===== config.mk =====
export PLATFORM = sky130hd
export DESIGN_NAME = clkchan_regbank
export DESIGN_NICKNAME = d
export VERILOG_FILES = /design/src/rtl/clkchan_regbank.sv
export SDC_FILE = /design/constraint.sdc
export NUM_CORES = 1
export LEC_CHECK = 0
export ABC_AREA = 0
export BUFFER_PORTS_ARGS = -buffer_cell sky130_fd_sc_hd__clkbuf_2
export CORE_MARGIN = 4
export CORE_UTILIZATION = 30
export CTS_CLUSTER_SIZE = 8
export DETAILED_ROUTE_END_ITERATION = 10
export HOLD_SLACK_MARGIN = 0.03
export SYNTH_ARGS = -nofsm -noshare
export SYNTH_HDL_FRONTEND = slang
export SYNTH_SLANG_ARGS = --single-unit

===== constraint.sdc =====
create_clock -name clk -period 2.15 [get_ports clk]
set_input_delay 0 -clock clk [delete_from_list [all_inputs] [get_ports clk]]
set_output_delay 0 -clock clk [all_outputs]
set_load 0.02 [all_outputs]

===== src/rtl/clkchan_regbank.sv =====
module clkchan_regbank #(
  parameter int NCH = 5,
  parameter logic [7:0] CTRL_OFS = 8'h30,
  parameter logic [7:0] STAT_OFS = 8'h34
) (
  input  logic                 clk,
  input  logic                 rst_n,
  input  logic                 bus_wen,
  input  logic [7:0]           bus_addr,
  input  logic [31:0]          bus_wdata,
  output logic [31:0]          bus_rdata,
  input  logic [NCH-1:0]       sw_done,
  output logic [NCH-1:0]       ch_en,
  output logic [NCH*5-1:0]     ch_src,
  output logic [NCH*3-1:0]     ch_pres,
  output logic                 rdy_ch0,
  output logic                 rdy_rest
);
  localparam int SRCW = 5;
  localparam int PRESW = 3;
  localparam int IDXW = 4;

  logic [IDXW-1:0]  idx_q;
  logic [NCH-1:0]   pend_q;
  logic [SRCW-1:0]  src_q  [NCH];
  logic [PRESW-1:0] pres_q [NCH];

  wire              wr_ctrl = bus_wen && (bus_addr == CTRL_OFS);
  wire              w_cmd   = bus_wdata[7];
  wire [IDXW-1:0]   w_idx   = bus_wdata[3:0];
  wire [PRESW-1:0]  w_pres  = bus_wdata[10:8];
  wire [SRCW-1:0]   w_src   = bus_wdata[20:16];
  wire              w_en    = bus_wdata[28];
  wire              idx_ok  = int'(w_idx) < NCH;
  wire              commit  = wr_ctrl && w_cmd && idx_ok;

  always_ff @(posedge clk) begin
    if (!rst_n) idx_q <= '0;
    else if (wr_ctrl) idx_q <= w_idx;
  end

  for (genvar i = 0; i < NCH; i++) begin : g_ch
    wire hit = commit && (w_idx == IDXW'(i));
    wire arm = hit && w_en && (w_src != src_q[i]);

    always_ff @(posedge clk) begin
      if (!rst_n) begin
        ch_en[i]  <= 1'b0;
        src_q[i]  <= '0;
        pres_q[i] <= '0;
        pend_q[i] <= 1'b0;
      end else begin
        if (hit) begin
          ch_en[i] <= w_en;
          if (w_en) begin
            src_q[i]  <= w_src;
            pres_q[i] <= w_pres;
          end
        end
        if (arm) pend_q[i] <= 1'b1;
        else if (sw_done[i]) pend_q[i] <= 1'b0;
      end
    end

    assign ch_src[i*SRCW +: SRCW]    = src_q[i];
    assign ch_pres[i*PRESW +: PRESW] = pres_q[i];

    AST_SWITCH_DROPS_READY: assert property (@(posedge clk) disable iff (!rst_n)
      (hit && w_en && (w_src != ch_src[i*SRCW +: SRCW])) |=> ((i == 0) ? !rdy_ch0 : !rdy_rest));
  end

  assign rdy_ch0  = !pend_q[0];
  assign rdy_rest = !(|pend_q[NCH-1:1]);

  logic             f_en;
  logic [SRCW-1:0]  f_src;
  logic [PRESW-1:0] f_pres;

  always_comb begin
    f_en = 1'b0;
    f_src = '0;
    f_pres = '0;
    for (int i = 0; i < NCH; i++) begin
      if (idx_q == IDXW'(i)) begin
        f_en = ch_en[i];
        f_src = src_q[i];
        f_pres = pres_q[i];
      end
    end
  end

  always_comb begin
    if (bus_addr == CTRL_OFS)
      bus_rdata = {3'b0, f_en, 7'b0, f_src, 5'b0, f_pres, 4'b0, idx_q};
    else if (bus_addr == STAT_OFS)
      bus_rdata = {30'b0, rdy_rest, rdy_ch0};
    else
      bus_rdata = '0;
  end

  AST_SELECT_KEEPS_SETTINGS: assert property (@(posedge clk) disable iff (!rst_n)
    (wr_ctrl && !w_cmd) |=> ($stable(ch_en) && $stable(ch_src) && $stable(ch_pres)));
  AST_DISABLE_KEEPS_FIELDS: assert property (@(posedge clk) disable iff (!rst_n)
    (commit && !w_en) |=> ($stable(ch_src) && $stable(ch_pres)));
  AST_BAD_INDEX_IGNORED: assert property (@(posedge clk) disable iff (!rst_n)
    (wr_ctrl && w_cmd && !idx_ok) |=> ($stable(ch_en) && $stable(ch_src) && $stable(ch_pres)));
  AST_PENDING_HOLDS: assert property (@(posedge clk) disable iff (!rst_n)
    (!rdy_ch0 && !sw_done[0]) |=> !rdy_ch0);
  AST_STATUS_UPPER_ZERO: assert property (@(posedge clk) disable iff (!rst_n)
    (bus_addr == STAT_OFS) |-> (bus_rdata[31:2] == 30'b0));
  AST_FOREIGN_WRITE_IGNORED: assert property (@(posedge clk) disable iff (!rst_n)
    (!bus_wen || (bus_addr != CTRL_OFS)) |=> ($stable(ch_en) && $stable(ch_src) && $stable(ch_pres)));
endmodule


==> run summary <==
CP Class: in2reg
Max Root-Sink Buffers: 2
initial antenna violation count: 0
hold_ws: 0.0340 ns
Worst Skew: 0.00396 ns
power density over cell area: 589 nW/um^2
vias: 2,555
drt pass-1 iters: 4
Mapped Area: 3150 sq um
Slowest cell on crit path: dlygate4sd3_1
H-Tree Depth: 2
Worst-Skew Late Latency: 0.31 ns
Placed Area: 3690 sq um
routed vias/inst: 4.74
post-synthesis compound-gate area fraction: 10.6%
max-slew violation count: 0
register area: 1480 sq um
hold path depth: 2
Post-DP HPWL: 7.10 mm
GR peak layer: met2
RSZ-0062 raised after global routing: false
placed insts: 523
Clock power frac: 34.8%
total of warnings raised by yosys: 0
Post-synth top flop: edfxtp_1
DR iter-0 viols: 124
GR Util met1: 20.2%
post-synthesis simple-gate area fraction: 23.0%
R2R setup slack: 0.79 ns
Seq pwr share: 51.6%
die height: 111 um
antenna-violating nets left: 0
grt total ovfl: 0
area of the multi-input gates: 1480 sq um
period utilization: 91.1%
CTS tree: yes
post-CTS setup buffer count: 0
WP data arrival: 1.98 ns
Startpoint Class: input port
crit end category: register
CTS sink count: 54
Hold-fix buffers, CTS: 8
number of global-route vias before repair: 2,572
FMAX: 0.510 GHz
Tightest Hold Check Type: in2reg
num rows: 37
Root Buffer: clkbuf_8
Initial Util: 30.7%
die width: 111 um
fraction of layout cells with a size suffix above 1: 30.5%
RR Startpoint: src_q[4][2]
synthesized netlist cell count: 306
MaxCap Viol Count: 0
NetSw: 578 uW
Final Setup Violations: 0
WL/cell: 16.9 um
# DRC: 0
Pwr Total: 2.30 mW
R2R cell count: 4
worst-path cell chain: dlygate4sd3_1 > clkbuf_2 > nor3b_4 > nand4_4 > or2_1 > o31ai_1 > buf_4
Setup TNS Final: 0 ns
Final GP Congestion: 0.800
full die area: 12,200 sq um
Net count, final: 450
cell area after layout: 3900 sq um
GR Layer Usage met3: 4.33%
dominant combinational cell family by area after synthesis: simple AND/OR/NAND/NOR gates
headroom to the max-slew limit: 58.3%
Synth Area in Adders: 0%
sw frac: 25.1%
antenna cells: 0
static leakage: 1.58 nW
XOR/XNOR share of the synthesized area: 6.94%
largest net degree at the start of global routing: 17
Combinational Power Share: 13.7%
Inserted Clock Buffers: 5
area grow syn2layout: 23.7%
Crit Reg-Reg Endpoint: pend_q[4]
worst path required time: 2.17 ns
Core Region: 10,300 sq um
Synth async-reset ratio: 0%
Post-Syn Area per Cell: 10.3 sq um
crit path max fanout: 8
mux cell area share after synthesis: 4.20%
first-pass GRT wire length: 14.4 mm
sequential share of the synthesized area: 47.0%
actual slew at the worst max-slew pin: 0.624 ns
WHS Endpoint: pres_q[0][0]
Internal Power: 1.72 mW
GRT Total Usage: 14.9%
flops & latches, synth: 54
peak supply drop: 0.329 mV
register clock-pin slew on the reported worst setup and hold paths: 0.10 ns
GR Layer Usage met2: 23.5%
final hold violation count: 0
number of synthesized flops with an enable pin: 40
final WL: 9.13 mm
# port buffers: 89
peak per-stage delay on the critical path: 0.53 ns
num ports: 127
number of standard cells in the final layout excluding fillers: 539
fill cell count: 1,063
Cell variety after synth: 47
Hold Path Origin: bus_wdata[8]
status: finished clean
Period minus WS final: 1.96 ns
post-CTS resize count: 0
worst max path at each step:
stage,from,endpoint
floorplan,bus_addr[6],pres_q[0][0]
global placement,bus_addr[6],pres_q[0][1]
detailed placement,bus_addr[6],pres_q[3][1]
CTS,bus_wdata[2],src_q[0][1]
global route,idx_q[0],bus_rdata[18]
finish,bus_wdata[2],src_q[0][4]
worst max-delay path: cells and delay by family:
kind / cells / cell delay [ns]
simple gates: 3 / 0.79
buf+inv: 3 / 0.93
compound gates: 1 / 0.26
cells in the final DEF, fill, tap and decap left out, types with 2 or more instances in the layout:
master / netlist / layout
o21ai_0: 25 / 25
nand3_1: 11 / 11
nor3_1: 5 / 5
mux2_2: 8 / 8
dfxtp_1: 14 / 14
bufinv_16: 0 / 2
conb_1: 1 / 19
edfxtp_1: 40 / 40
o31ai_1: 2 / 2
nand4b_1: 2 / 2
clkbuf_2: 0 / 89
nand3b_1: 2 / 2
mux2i_1: 2 / 2
and3_1: 2 / 2
clkbuf_8: 0 / 5
nor4_1: 2 / 2
nor3_4: 2 / 2
and2_1: 43 / 43
nand2_1: 21 / 21
xnor2_1: 8 / 8
buf_4: 19 / 10
o2bb2ai_1: 4 / 4
o311ai_0: 7 / 7
a21oi_1: 7 / 7
o211ai_1: 3 / 3
nor2_1: 9 / 9
xor2_1: 17 / 17
nand2b_1: 5 / 5
dlygate4sd3_1: 0 / 8
inv_1: 10 / 10
cell usage after synthesis (2+ instances only):
library cell,instances,area (sq um)
o21ai_0,25,125
mux2_2,8,90.1
xnor2_1,8,70.1
o31ai_1,2,15.0
edfxtp_1,40,1200
nor3_4,2,32.5
nand2_1,21,78.8
nor3_1,5,25.0
nand4b_1,2,17.5
o2bb2ai_1,4,35.0
nand3_1,11,55.1
nor4_1,2,12.5
xor2_1,17,149
o311ai_0,7,61.3
and2_1,43,269
buf_4,19,143
a21oi_1,7,35.0
mux2i_1,2,20.0
nand2b_1,5,31.3
o211ai_1,3,22.5
nand3b_1,2,15.0
and3_1,2,12.5
clkbuf_1,9,33.8
inv_1,10,37.5
buf_2,7,35.0
dfxtp_1,14,280
nor2_1,9,33.8
power groups by stage:
stage	Sequential, mW	Combinational, mW	Clock (mW)
2_1_floorplan	1.26	0.165	0
6_report	1.19	0.314	0.799
5_1_grt	1.19	0.341	0.856
3_5_place_dp	1.21	0.305	0
3_3_place_gp	1.21	0.302	0
4_1_cts	1.19	0.318	0.818
routing by layer:
layer / vias to the layer above / part of all wire (%)
met4: 0 / 1.3
li1: 1228 / -
met1: 1205 / 44
met3: 10 / 7.9
met2: 112 / 46
met5: - / 0
per-stage QoR:
step / utilization (%) / worst slack, ns
finish: 38.0 / 0.191
global route: 38.0 / 0.0797
CTS: 38.0 / 0.165
detailed placement: 35.9 / 0.365
global placement: 35.9 / 0.381
floorplan: - / 0.264
final cells by class:
type	instances	area share (%)
inverter	10	0.962
timing repair buffer	107	15.4
clock inverter	3	1.64
clock buffer	5	1.76
multi-input combinational	224	37.9
sequential	54	38.0
tap	136	4.36
flip-flops by register name, summed over array words and instances (netlist names):
signal,cells
pend_q,5
pres_q,15
src_q,25
idx_q,4
ch_en,5
kinds of logic (layout without fill, tap and decap cells):
family | after synthesis | count (layout)
mux | 11 | 11
buf+inv | 46 | 125
simple gates | 116 | 116
other cells | 1 | 19
xor+xnor | 25 | 25
compound gates | 53 | 53
flops | 54 | 54
Power figures use the tool's default switching activity.
